<file path="config.mk">
export PLATFORM = sky130hd
export DESIGN_NAME = nor_id_probe
export DESIGN_NICKNAME = d
export VERILOG_FILES = /design/src/rtl/nor_probe_pkg.sv /design/src/rtl/nor_probe_settle.sv /design/src/rtl/nor_probe_rdpipe.sv /design/src/rtl/nor_probe_match.sv /design/src/rtl/nor_id_probe.sv
export SDC_FILE = /design/constraint.sdc
export NUM_CORES = 1
export LEC_CHECK = 0
export ABC_AREA = 1
export BUFFER_PORTS_ARGS = -buffer_cell sky130_fd_sc_hd__buf_2
export CORE_ASPECT_RATIO = 0.5
export CORE_MARGIN = 1
export CORE_UTILIZATION = 45
export DETAILED_ROUTE_END_ITERATION = 10
export PLACE_DENSITY = 0.77
export SYNTH_ARGS = -nofsm -noshare
export SYNTH_HDL_FRONTEND = slang
export SYNTH_HIERARCHICAL = 1
export SYNTH_SLANG_ARGS = --single-unit
</file>
<file path="constraint.sdc">
create_clock -name clk -period 3.87 [get_ports clk]
set_input_delay 0.774 -clock clk [delete_from_list [all_inputs] [get_ports clk]]
set_output_delay 0.774 -clock clk [all_outputs]
set_load 0.03 [all_outputs]
</file>
<file path="src/rtl/nor_probe_pkg.sv">
package nor_probe_pkg;
   typedef enum logic [2:0] {
      ST_IDLE, ST_CMD, ST_SETTLE, ST_READ, ST_RWAIT, ST_EXIT, ST_FIN
   } probe_st_t;

   typedef enum logic [1:0] {ID_MFR, ID_DEV, ID_EXT1, ID_EXT2} id_sel_t;

   typedef enum logic [1:0] {V_NOMFR, V_NODEV, V_OK} verdict_t;
endpackage

</file>
<file path="src/rtl/nor_probe_settle.sv">
module nor_probe_settle #(
   parameter int unsigned CYC = 10000
) (
   input  logic clk,
   input  logic rst_n,
   input  logic arm,
   output logic expired
);
   generate
      if (CYC == 0) begin : g_none
         assign expired = 1'b1;
      end else begin : g_cnt
         localparam int unsigned CW = $clog2(CYC + 1);
         logic [CW-1:0] cnt;

         always_ff @(posedge clk or negedge rst_n) begin
            if (!rst_n)            cnt <= '0;
            else if (arm)          cnt <= CW'(CYC);
            else if (cnt != '0)    cnt <= cnt - 1'b1;
         end

         assign expired = (cnt == '0);


         settle_arm_chk: assert property (@(posedge clk) disable iff (!rst_n)
            arm |=> !expired);
      end
   endgenerate
endmodule

</file>
<file path="src/rtl/nor_probe_rdpipe.sv">
module nor_probe_rdpipe #(
   parameter int unsigned LAT = 2
) (
   input  logic clk,
   input  logic rst_n,
   input  logic issue,
   output logic hit
);
   logic [LAT-1:0] vp;

   generate
      if (LAT == 1) begin : g_one
         always_ff @(posedge clk or negedge rst_n) begin
            if (!rst_n) vp <= '0;
            else        vp <= issue;
         end
      end else begin : g_many
         always_ff @(posedge clk or negedge rst_n) begin
            if (!rst_n) vp <= '0;
            else        vp <= {vp[LAT-2:0], issue};
         end
      end
   endgenerate

   assign hit = vp[LAT-1];


   rd_single_chk: assert property (@(posedge clk) disable iff (!rst_n)
      $countones(vp) <= 1);
endmodule

</file>
<file path="src/rtl/nor_probe_match.sv">
module nor_probe_match
   import nor_probe_pkg::*;
#(
   parameter logic [7:0]  MFR_CODE    = 8'h01,
   parameter logic [15:0] MIRROR_CODE = 16'h227E,
   parameter logic [15:0] EXT1_CODE   = 16'h2212,
   parameter logic [15:0] EXT2_CODE   = 16'h2201
) (
   input  id_sel_t     sel,
   input  logic [15:0] word,
   output logic        hit
);
   always_comb begin
      unique case (sel)
         ID_MFR:  hit = (word[7:0] == MFR_CODE);
         ID_DEV:  hit = (word == MIRROR_CODE);
         ID_EXT1: hit = (word == EXT1_CODE);
         default: hit = (word == EXT2_CODE);
      endcase
   end
endmodule

</file>
<file path="src/rtl/nor_id_probe.sv">
module nor_id_probe
   import nor_probe_pkg::*;
#(
   parameter int unsigned ADDR_W      = 24,
   parameter int unsigned SC_W        = 16,
   parameter int unsigned SIZE_W      = 32,
   parameter int unsigned RD_LAT      = 2,
   parameter int unsigned CLK_HZ      = 100_000_000,
   parameter int unsigned SETTLE_US   = 100,
   parameter int unsigned ACC_SECTORS = 512,
   parameter int unsigned SECT_BYTES  = 32'h10000,
   parameter int unsigned UNK_SIZE    = 32'h800000,
   parameter logic [7:0]  MFR_CODE    = 8'h01,
   parameter logic [15:0] MIRROR_CODE = 16'h227E,
   parameter logic [15:0] EXT1_CODE   = 16'h2212,
   parameter logic [15:0] EXT2_CODE   = 16'h2201
) (
   input  logic              clk,
   input  logic              rst_n,
   input  logic              start,
   output logic              busy,
   output logic              done,
   output logic              dev_known,
   output logic [SC_W-1:0]   sect_count,
   output logic [SIZE_W-1:0] dev_size,
   output logic [ADDR_W-1:0] fl_addr,
   output logic [15:0]       fl_wdata,
   output logic              fl_we,
   output logic              fl_re,
   input  logic [15:0]       fl_rdata
);
   localparam int unsigned SETTLE_CYC = (CLK_HZ / 1_000_000) * SETTLE_US;
   localparam logic [SIZE_W-1:0] ACC_SIZE = SIZE_W'(ACC_SECTORS * SECT_BYTES);
   localparam logic [SIZE_W-1:0] UNK_SZ   = SIZE_W'(UNK_SIZE);
   localparam logic [SC_W-1:0]   ACC_SC   = SC_W'(ACC_SECTORS);
   localparam logic [ADDR_W-1:0] A_555    = ADDR_W'(12'h555);
   localparam logic [ADDR_W-1:0] A_2AA    = ADDR_W'(12'h2AA);

   generate
      if (RD_LAT < 1)  begin : g_bad_lat  $error("RD_LAT must be at least 1");  end
      if (ADDR_W < 12) begin : g_bad_addr $error("ADDR_W must be at least 12"); end
      if (SC_W < $clog2(ACC_SECTORS + 1)) begin : g_bad_sc $error("SC_W too narrow"); end
   endgenerate

   probe_st_t   st;
   logic [1:0]  step;
   id_sel_t     sel;
   verdict_t    verdict;
   logic        arm, expired, rd_hit, id_hit;

   nor_probe_settle #(.CYC(SETTLE_CYC)) settle_i (
      .clk(clk), .rst_n(rst_n), .arm(arm), .expired(expired));

   nor_probe_rdpipe #(.LAT(RD_LAT)) rdpipe_i (
      .clk(clk), .rst_n(rst_n), .issue(fl_re), .hit(rd_hit));

   nor_probe_match #(
      .MFR_CODE(MFR_CODE), .MIRROR_CODE(MIRROR_CODE),
      .EXT1_CODE(EXT1_CODE), .EXT2_CODE(EXT2_CODE)
   ) match_i (.sel(sel), .word(fl_rdata), .hit(id_hit));

   assign busy  = (st != ST_IDLE);
   assign fl_we = (st == ST_CMD) || (st == ST_EXIT);
   assign fl_re = (st == ST_READ);
   assign arm   = (st == ST_CMD) && (step == 2'd2);

   always_comb begin
      fl_addr  = '0;
      fl_wdata = '0;
      if (st == ST_CMD) begin
         fl_addr = (step == 2'd1) ? A_2AA : A_555;
         unique case (step)
            2'd0:    fl_wdata = 16'h00AA;
            2'd1:    fl_wdata = 16'h0055;
            default: fl_wdata = 16'h0090;
         endcase
      end else if (st == ST_EXIT) begin
         fl_wdata = 16'h00F0;
      end else if (st == ST_READ) begin
         unique case (sel)
            ID_MFR:  fl_addr = ADDR_W'(4'h0);
            ID_DEV:  fl_addr = ADDR_W'(4'h1);
            ID_EXT1: fl_addr = ADDR_W'(4'hE);
            default: fl_addr = ADDR_W'(4'hF);
         endcase
      end
   end

   always_ff @(posedge clk or negedge rst_n) begin
      if (!rst_n) begin
         st         <= ST_IDLE;
         step       <= '0;
         sel        <= ID_MFR;
         verdict    <= V_NOMFR;
         done       <= 1'b0;
         dev_known  <= 1'b0;
         sect_count <= '0;
         dev_size   <= '0;
      end else begin
         done <= 1'b0;
         unique case (st)
            ST_IDLE: if (start) begin
               st   <= ST_CMD;
               step <= '0;
            end
            ST_CMD: begin
               if (step == 2'd2) st <= ST_SETTLE;
               else              step <= step + 1'b1;
            end
            ST_SETTLE: if (expired) begin
               st  <= ST_READ;
               sel <= ID_MFR;
            end
            ST_READ: st <= ST_RWAIT;
            ST_RWAIT: if (rd_hit) begin
               if (id_hit && sel != ID_EXT2) begin
                  sel <= id_sel_t'(sel + 2'd1);
                  st  <= ST_READ;
               end else if (sel == ID_MFR) begin
                  verdict <= V_NOMFR;
                  st      <= ST_FIN;
               end else begin
                  verdict <= id_hit ? V_OK : V_NODEV;
                  st      <= ST_EXIT;
               end
            end
            ST_EXIT: st <= ST_FIN;
            default: begin
               st   <= ST_IDLE;
               done <= 1'b1;
               unique case (verdict)
                  V_OK: begin
                     dev_known  <= 1'b1;
                     sect_count <= ACC_SC;
                     dev_size   <= ACC_SIZE;
                  end
                  V_NODEV: begin
                     dev_known  <= 1'b0;
                     sect_count <= '0;
                     dev_size   <= UNK_SZ;
                  end
                  default: begin
                     dev_known  <= 1'b0;
                     sect_count <= '0;
                     dev_size   <= '0;
                  end
               endcase
            end
         endcase
      end
   end


   done_pulse_chk: assert property (@(posedge clk) disable iff (!rst_n)
      done |=> !done);


   result_hold_chk: assert property (@(posedge clk) disable iff (!rst_n)
      !done |-> $stable({dev_known, sect_count, dev_size}));


   strobe_excl_chk: assert property (@(posedge clk) disable iff (!rst_n)
      !(fl_we && fl_re));


   start_gate_chk: assert property (@(posedge clk) disable iff (!rst_n)
      $rose(busy) |-> $past(start));


   known_geom_chk: assert property (@(posedge clk) disable iff (!rst_n)
      dev_known |-> (sect_count == ACC_SC && dev_size == ACC_SIZE));
endmodule

</file>
# Word-level counts from Yosys, hierarchy flattened
# Index checks and enable logic that the tools add are counted.
# W data, S select, Z words.
dict set report word_totals {
  register_bits 75
  latchBits 0
  ramBits 0
  mem_bits_ro 0
  input_bits 19
  output_inout_bits 93
  elab_cells 84
  mem_count 0
}
dict set report op_classes {
  add_sub_neg 3
  mul 0
  div 0
  magnitude_cmp 0
  eq_ne 22
  n_shift 0
  muxes 31
  n_bitwise 1
  n_reduce_logical 17
}
# cell count
set op_table {}
lappend op_table {{$pmux W26 S2} 1}
lappend op_table {{$eq A16 B14 Y1 const B} 3}
lappend op_table {{$mux W14} 2}
lappend op_table {{$mux W11} 2}
lappend op_table {{$pmux W3 S6} 1}
lappend op_table {{$mux W16} 1}
lappend op_table {{$mux W2} 8}
lappend op_table {{$pmux W8 S2} 1}
lappend op_table {{$mux W3} 5}
lappend op_table {{$logic_not A14 Y1} 1}
lappend op_table {{$reduce_bool A14 Y1} 1}
lappend op_table {{$sub A14 B1 Y14 const B} 1}
lappend op_table {{$pmux W4 S3} 1}
lappend op_table {{$mux W10} 1}
lappend op_table {{$ne A2 B2 Y1 const B} 5}
lappend op_table {{$eq A8 B1 Y1 const B} 1}
lappend op_table {{$mux W4} 2}
lappend op_table {{$mux W8} 1}
lappend op_table {{$pmux W2 S2} 2}
lappend op_table {{$reduce_and A4 Y1} 2}
lappend op_table {{$eq A2 B1 Y1 const B} 3}
lappend op_table {{$eq A2 B2 Y1 const B} 3}
lappend op_table {{$eq A3 B2 Y1 const B} 2}
lappend op_table {{$eq A3 B3 Y1 const B} 2}
lappend op_table {{other kinds (14)} 22}

# Depth between registers and ports, before layout
# Gate-level depths: netlist of run 1.
dict set report logic_depth {
  depth_word 6
  mapped_depth 15
  ltp_nobuf 15
}

# Cells and area by module
# The synthesis of run 1 kept the hierarchy.
# module n_inst cells_each area_per_inst_um2 seq_area_each_um2
set modules_own_cells {}
lappend modules_own_cells {nor_id_probe 1 201 1456.4 300.3}
lappend modules_own_cells {nor_probe_settle 1 125 867.1 350.3}
lappend modules_own_cells {nor_probe_match 1 41 187.7 0.0}
lappend modules_own_cells {nor_probe_rdpipe 1 2 50.0 50.0}

# Worst setup path before layout of run 1
# OpenSTA, ideal clock, no wires.
dict set report synth_timing {
  path_type {register to output}
  startpoint {register st[1]}
  endpoint {output port fl_addr[3]}
  arrival_ns 1.999
  setup_slack_ns 1.097
  path_stages_with_launch 5
  cell_sequence {dfrtp_1 nor2_4 nand2_1 o21ai_0 buf_4}
}
dict set report synth_between {
  elab_chain_cells 4
  elab_cells_between_ends 6
}
# item line_no
set synth_rtl {}
lappend synth_rtl {{start, declared} nor_id_probe.sv:45} ;# probe_st_t st;
lappend synth_rtl {{start signal, assigned} nor_id_probe.sv:91} ;# st <= ST_IDLE;
lappend synth_rtl {{start signal, assigned} nor_id_probe.sv:103} ;# st <= ST_CMD;
lappend synth_rtl {{start signal, assigned} nor_id_probe.sv:107} ;# if (step == 2'd2) st <= ST_SETTLE;
lappend synth_rtl {{$eq A3 B2 Y1} nor_id_probe.sv:79} ;# end else if (st == ST_READ) begin
lappend synth_rtl {{$mux W4} nor_id_probe.sv:79}
lappend synth_rtl {{$mux W4} nor_id_probe.sv:77} ;# end else if (st == ST_EXIT) begin
lappend synth_rtl {{$mux W11 (*)} nor_id_probe.sv:70} ;# if (st == ST_CMD) begin
lappend synth_rtl {{end, declared} nor_id_probe.sv:26} ;# output logic [ADDR_W-1:0] fl_addr,
# Mark *: on every way between the ends. The rest lies on a longest branch, timed or not.

# Worst setup path in the final report of run 1
dict set report layout_timing {
  startpoint {register st[2]}
  endpoint {output port fl_addr[1]}
}
# Same word-level chain as after synthesis.

==> reports/summary.txt, run 1 <==
Outcome -> finished, final reports clean
Slew headroom -> 56.5%
Slew Limit Fails -> 0
CTS Buf Count -> 3
WP buf/inv -> 3
YS warnings -> 6
Clock Path Buffers -> 2
Global route overflow -> 0
Antenna diodes -> 0
HP Class -> reg -> reg
Yosys top cell area share -> 27.4%
Finish-stage setup viols -> 0
Pin count of the biggest net entering global routing -> 29
Syn Area/Cell -> 6.94 um^2
Post-synthesis cell area -> 2560 um^2
Post-route cell area -> 2620 um^2
Area leader, netlist -> dfrtp_1
RD Place Congestion -> 0.807
Drt first pass iters -> 4
Die ar. -> 6020 um^2
CTS clk-pin slew, worst paths -> 0.07 ns
Synth Instances -> 369
Dpl cells -> 471
Power Density -> 677 nW/um^2
Fin. Hold Viols -> 0
FF+latch area -> 701 um^2
Die Ht -> 55.3 um
Vias in the first global route -> 1790
Port Buffers -> 45
Top Family by Delay on Critical Path -> buffers and inverters
Synth top area cells -> dfrtp_1 (27%), buf_4 (23%), nand2_1 (11%)
First-pass GRT wire length -> 7.71 mm
Post-CTS Resized -> 0
Initial antenna violation count -> 0
Total global-route track usage -> 16.0%
Critical Path Fanout Max -> 10
Tmin final -> 2.39 ns
Core Area -> 5200 um^2
Worst setup SP type -> flip-flop
Max Cap Violations -> 0
CP arrival -> 1.61 ns
Setup TNS -> 0 ns
Sequential element share of the synthesized area -> 27.4%
DRT antenna net count -> 0
Die Wd -> 109 um
Crit Path Category -> reg -> out
Cells along the critical path -> inv_2, nand3_1, inv_1, o21ai_0, o21ai_0, buf_2
Worst Tran Pin Value -> 0.653 ns
Area delta synth->final -> 2.44%
DR DRC count -> 0
Endpoint class of the critical path -> output pin
Final net count -> 437
Hold Buf Count CTS -> 0
VDD IR-drop max -> 309 uV
Slowest stage delay, CP -> 0.47 ns
Static Leak -> 0.00160 uW
CP most frequent cell -> o21ai_0
Hpwl dp -> 3.60 mm
Post-CTS setup buffers -> 0
Setup Skew -> 0.00237 ns
Final period util -> 61.7%
Slowest library cell on the worst path -> dfrtp_1
Layout Cells excl Fill -> 475
Layout cells sized above 1 -> 17.8%
H-tree levels -> 1
Fill count -> 551
CP Data Required Time -> 3.10 ns
Flop and latch count out of synthesis -> 28
Max Clock Freq -> 419 MHz
Clk sinks -> 28
Routed WL -> 4.50 mm
Unrepaired setup endpoints after global routing -> false
Initial Util -> 49.2%
Clock latency on the worst-skew pair -> 0.26 ns
I/O pin cnt -> 112
CTS tree -> done
Vias/cell -> 4.36
Total Power -> 1780 uW
Synth cell types -> 26
Multi-input gate area -> 1300 um^2
Avg WL per Cell -> 9.47 um
DRT iter0 DRCs -> 52
Dpl cell area -> 2530 um^2
Clk root buf -> clkbuf_16
Vias -> 2070
Std cell rows -> 18
## cell usage after synthesis
master,n
clkbuf_2,1
o21ai_1,2
nand3b_1,3
o21ai_0,12
nand3_2,2
nand2_2,3
nor2_1,40
or2_2,1
buf_4,77
ha_1,12
a21oi_1,9
o21ai_2,2
nand2_4,1
dfrtp_1,28
nor2_4,3
nand3_1,19
o31ai_1,1
o21bai_1,1
xor2_1,1
conb_1,1
nand4_1,8
nor2_2,4
nor2_8,1
nand2_1,77
inv_1,54
inv_2,6
## routing by layer
metal  vias up  GRT usage, %  part of all wire, %  routed length [um]
met5         -             0                    0                   0
met3         2          3.66                  5.5                 249
met4         0          3.86                 0.80                  36
li1       1060             -                    -                   -
met2        69          27.1                   46                2060
met1       939          20.6                   48                2160
## area by class of cell
| cell class | instances | area share [%] |
|---|---|---|
| Multi-Input combinational cell | 268 | 49.4 |
| Sequential cell | 28 | 26.7 |
| Timing Repair Buffer | 45 | 8.58 |
| Inverter | 60 | 8.58 |
| Clock buffer | 4 | 3.39 |
| Tap cell | 70 | 3.34 |
## cell usage in the layout (no fill, tap or decap)
cell type and n:
o21bai_1 1, nand3b_1 3, nand2_1 77, dfrtp_1 28, inv_1 54, inv_2 6, nand2_2 3, nand4_1 8
o21ai_0 12, conb_1 66, or2_2 1, a21oi_1 9, ha_1 12, clkbuf_8 1, nor2_8 1, clkbuf_16 3
nor2_2 4, o31ai_1 1, o21ai_2 2, nor2_4 3, nand3_1 19, o21ai_1 2, nor2_1 40, buf_2 45
nand3_2 2, xor2_1 1, nand2_4 1
## report_power, final
part / switching, uW / internal, uW
Sequential: 107 / 399
Clock: 97.4 / 158
Combinational: 725 / 291
Total: 929 / 848
## path summary, 6_finish.rpt
path,slack [ns],cells past startpoint,startpoint,end
max in group asynchronous,2.91,1,rst_n,st[1]$_DFFE_PN0P_
worst min-delay path,0.38,0,rdpipe_i/vp[0]$_DFF_PN0_,rdpipe_i/vp[1]$_DFF_PN0_
worst min register to register,0.38,0,rdpipe_i/vp[0]$_DFF_PN0_,rdpipe_i/vp[1]$_DFF_PN0_
worst max register to register,1.88,14,sel[0]$_DFFE_PN0P_,sel[0]$_DFFE_PN0P_
worst max-delay path,1.48,6,st[2]$_DFFE_PN0P_,fl_addr[1]
min in group asynchronous,0.54,1,rst_n,settle_i/g_cnt.cnt[8]$_DFFE_PN0P_
## sequential cells by signal (all words and copies together) (netlist names), 2 cells and up
signal              cells
settle_i/g_cnt.cnt     14
st                      3
rdpipe_i/vp             2
sel                     2
step                    2
verdict                 2
## stage by stage
stage / setup slack (ns) / util, % / hold WS [ns]
2_1_floorplan: 1.10 / - / 0.331
3_3_place_gp: 1.75 / 48.7 / 0.364
3_5_place_dp: 1.77 / 48.7 / 0.364
4_1_cts: 1.48 / 50.4 / 0.381
5_1_grt: 1.30 / 50.4 / 0.391
6_report: 1.48 / 50.4 / 0.379
## kinds of logic after synthesis
kind of cell | count (synthesis) | share of synthesized area (%)
compound gates | 27 | 5.76
xor+xnor | 1 | 0.342
buf+inv | 138 | 31.6
other cells | 1 | 0.146
flops | 28 | 27.4
simple gates | 162 | 29.0
fa+ha+maj | 12 | 5.86
Note: power is estimated with default switching activity, not from simulation.
==> run 2, diff against run 1 <==
==> constraint.sdc (replaced) <==
create_clock -name clk -period 2.35 [get_ports clk]
set_input_delay 0.47 -clock clk [delete_from_list [all_inputs] [get_ports clk]]
set_output_delay 0.47 -clock clk [all_outputs]
set_load 0.03 [all_outputs]
==> reports/summary.txt, run 2 (synthesis gave the netlist of run 1 again) <==
Unrepaired setup endpoints after global routing -> false (unchanged)
Max Cap Violations -> 0 (unchanged)
HP Class -> in -> async (was reg -> reg)
RD Place Congestion -> 0.833 (was 0.807)
Vias/cell -> 4.17 (was 4.36)
Clk root buf -> clkbuf_16 (unchanged)
Clock Path Buffers -> 2 (unchanged)
FF-to-FF End -> sel[0]$_DFFE_PN0P_ (unchanged)
Clk pwr share -> 16.8% (was 14.4%)
VDD IR-drop max -> 512 uV (was 309 uV)
Global route overflow -> 0 (unchanged)
Routed WL -> 4.23 mm (was 4.50 mm)
Slew Limit Fails -> 0 (unchanged)
Post-CTS Resized -> 0 (unchanged)
First-pass GRT wire length -> 7.19 mm (was 7.71 mm)
Max Clock Freq -> 476 MHz
CTS clk-pin slew, worst paths -> 0.07 ns (about the same)
Area delta synth->final -> 3.08% (was 2.44%)
Commonest cells after routing, fill and taps aside -> nand2_1 (77), conb_1 (66), inv_1 (54) (unchanged)
I/O pin cnt -> 112 (unchanged)
Avg WL per Cell -> 8.90 um (was 9.47 um)
Static Leak -> 0.00160 uW (about the same)
Die ar. -> 6020 um^2 (unchanged)
Largest register by flop count -> settle_i/g_cnt.cnt (unchanged)
Clk sinks -> 28 (unchanged)
Initial Util -> 49.2% (unchanged)
Final period util -> 89.4%
Die Ht -> 55.3 um (unchanged)
Regs by FF count -> settle_i/g_cnt.cnt: 14 flops, st: 3 flops (unchanged)
Post-route cell area -> 2640 um^2 (was 2620 um^2)
Sw Ratio -> 50.8% (was 52.3%)
Hold Buf Count CTS -> 0 (unchanged)
Largest register FFs -> 14 (unchanged)
Setup TNS -> 0 ns (unchanged)
CP Data Required Time -> 1.88 ns (was 3.10 ns)
Hpwl dp -> 3.44 mm (was 3.60 mm)
Fin. Hold Viols -> 0 (unchanged)
Initial antenna violation count -> 0 (unchanged)
Layout cells sized above 1 -> 17.8% (unchanged)
Finish-stage setup viols -> 0 (unchanged)
Final net count -> 437 (unchanged)
DRT iter0 DRCs -> 63 (was 52)
Fill count -> 506 (was 551)
Critical Path Fanout Max -> 6 (was 10)
Reg2reg start -> sel[0]$_DFFE_PN0P_ (unchanged)
Core Area -> 5200 um^2 (unchanged)
Post-CTS setup buffers -> 0 (unchanged)
Cells along the critical path -> nor2_4, nand2_1, nor2_1, buf_2 (was inv_2, nand3_1, inv_1, o21ai_0, o21ai_0, buf_2)
Setup Skew -> 0.00729 ns (was 0.00237 ns)
Outcome -> finished, final reports clean (unchanged)
H-tree levels -> 1 (unchanged)
CP arrival -> 1.63 ns (was 1.61 ns)
Seq pwr share -> 28.0% (was 28.5%)
Int Pwr -> 1470 uW (was 848 uW)
Commonest non-fill, non-tap cell in the layout -> nand2_1 (unchanged)
Tmin final -> 2.10 ns
DR DRC count -> 0 (unchanged)
FF-to-FF setup slack -> 0.43 ns (was 1.88 ns)
Clock latency on the worst-skew pair -> 0.26 ns (about the same)
Port Buffers -> 45 (unchanged)
Pin count of the biggest net entering global routing -> 29 (unchanged)
Antenna diodes -> 0 (unchanged)
Power Density -> 1130 nW/um^2 (was 677 nW/um^2)
Std cell rows -> 18 (unchanged)
Endpoint class of the critical path -> output pin (unchanged)
Slowest stage delay, CP -> 0.48 ns (was 0.47 ns)
Worst setup SP type -> flip-flop (unchanged)
Reg2Reg Depth -> 14 (unchanged)
Net switching power -> 1520 uW (was 929 uW)
Worst Tran Pin Value -> 0.628 ns (was 0.653 ns)
Slew headroom -> 58.2% (was 56.5%)
CTS tree -> done (unchanged)
Vias -> 1981 (was 2070)
Vias in the first global route -> 1666 (was 1790)
Drt first pass iters -> 4 (unchanged)
Total global-route track usage -> 14.9% (was 16.0%)
Die Wd -> 109 um (unchanged)
Slowest library cell on the worst path -> dfrtp_1 (unchanged)
Comb power frac -> 55.2% (was 57.1%)
Crit Path Category -> reg -> out (unchanged)
Dpl cell area -> 2530 um^2 (unchanged)
DRT antenna net count -> 0 (unchanged)
CTS Buf Count -> 3 (unchanged)
-- run 2: worst max-delay path by stage --
stage          cells after the start                from                  to
2_1_floorplan                      4   st[1]$_DFFE_PN0P_          fl_addr[7]
4_1_cts                            4   st[1]$_DFFE_PN0P_          fl_addr[8]
3_3_place_gp                      14  sel[0]$_DFFE_PN0P_  sel[1]$_DFFE_PN0P_
3_5_place_dp                      14  sel[0]$_DFFE_PN0P_  sel[0]$_DFFE_PN0P_
6_report                           4   st[1]$_DFFE_PN0P_          fl_addr[6]
5_1_grt                            6   st[2]$_DFFE_PN0P_          fl_addr[1]
-- run 2: layout make-up --
| class | instances | area (um^2) | area share, % |
|---|---|---|---|
| repair buffers | 45 | 225 | 8.53 |
| clock inverters | 1 | 30.0 | 1.14 |
| well taps | 70 | 87.6 | 3.32 |
| multi-input cells | 268 | 1300 | 49.1 |
| flip-flops and latches | 28 | 701 | 26.5 |
| clock buffers | 3 | 75.1 | 2.84 |
| inverters | 60 | 225 | 8.53 |
-- run 2: power by group through the flow --
stage | Sequential [uW] | Combinational [uW] | Clock (uW)
after detailed placement | 846 | 1660 | 0
after global routing | 863 | 1860 | 530
after CTS | 837 | 1670 | 512
after floorplan | 815 | 1470 | 0
final | 837 | 1650 | 502
after global placement | 838 | 1630 | 0
-- run 2: through the flow --
stage | util, % | worst slack (ns) | hold slack, ns | std cells | total power, uW
after floorplan | - | 0.107 | 0.174 | 434 | 2280
after global placement | 48.7 | 0.471 | 0.332 | 471 | 2470
after detailed placement | 48.7 | 0.436 | 0.338 | 471 | 2500
after CTS | 50.7 | 0.208 | 0.243 | 475 | 3010
after global routing | 50.7 | 0.0831 | 0.276 | 475 | 3250
final | 50.7 | 0.249 | 0.217 | 475 | 2990
-- run 2: critical path, delay by kind of cell, from the launching register on --
kind	cells	cell delay [ns]
simple gates	3	0.63
buf+inv	1	0.25
flops	1	0.48
-- run 2: layer usage --
layer	global-route usage, %	vias to the layer above	wire, um
met5	0	-	0
li1	-	1059	-
met4	3.47	0	29
met3	2.83	2	253
met2	25.1	77	1940
met1	19.5	843	2000
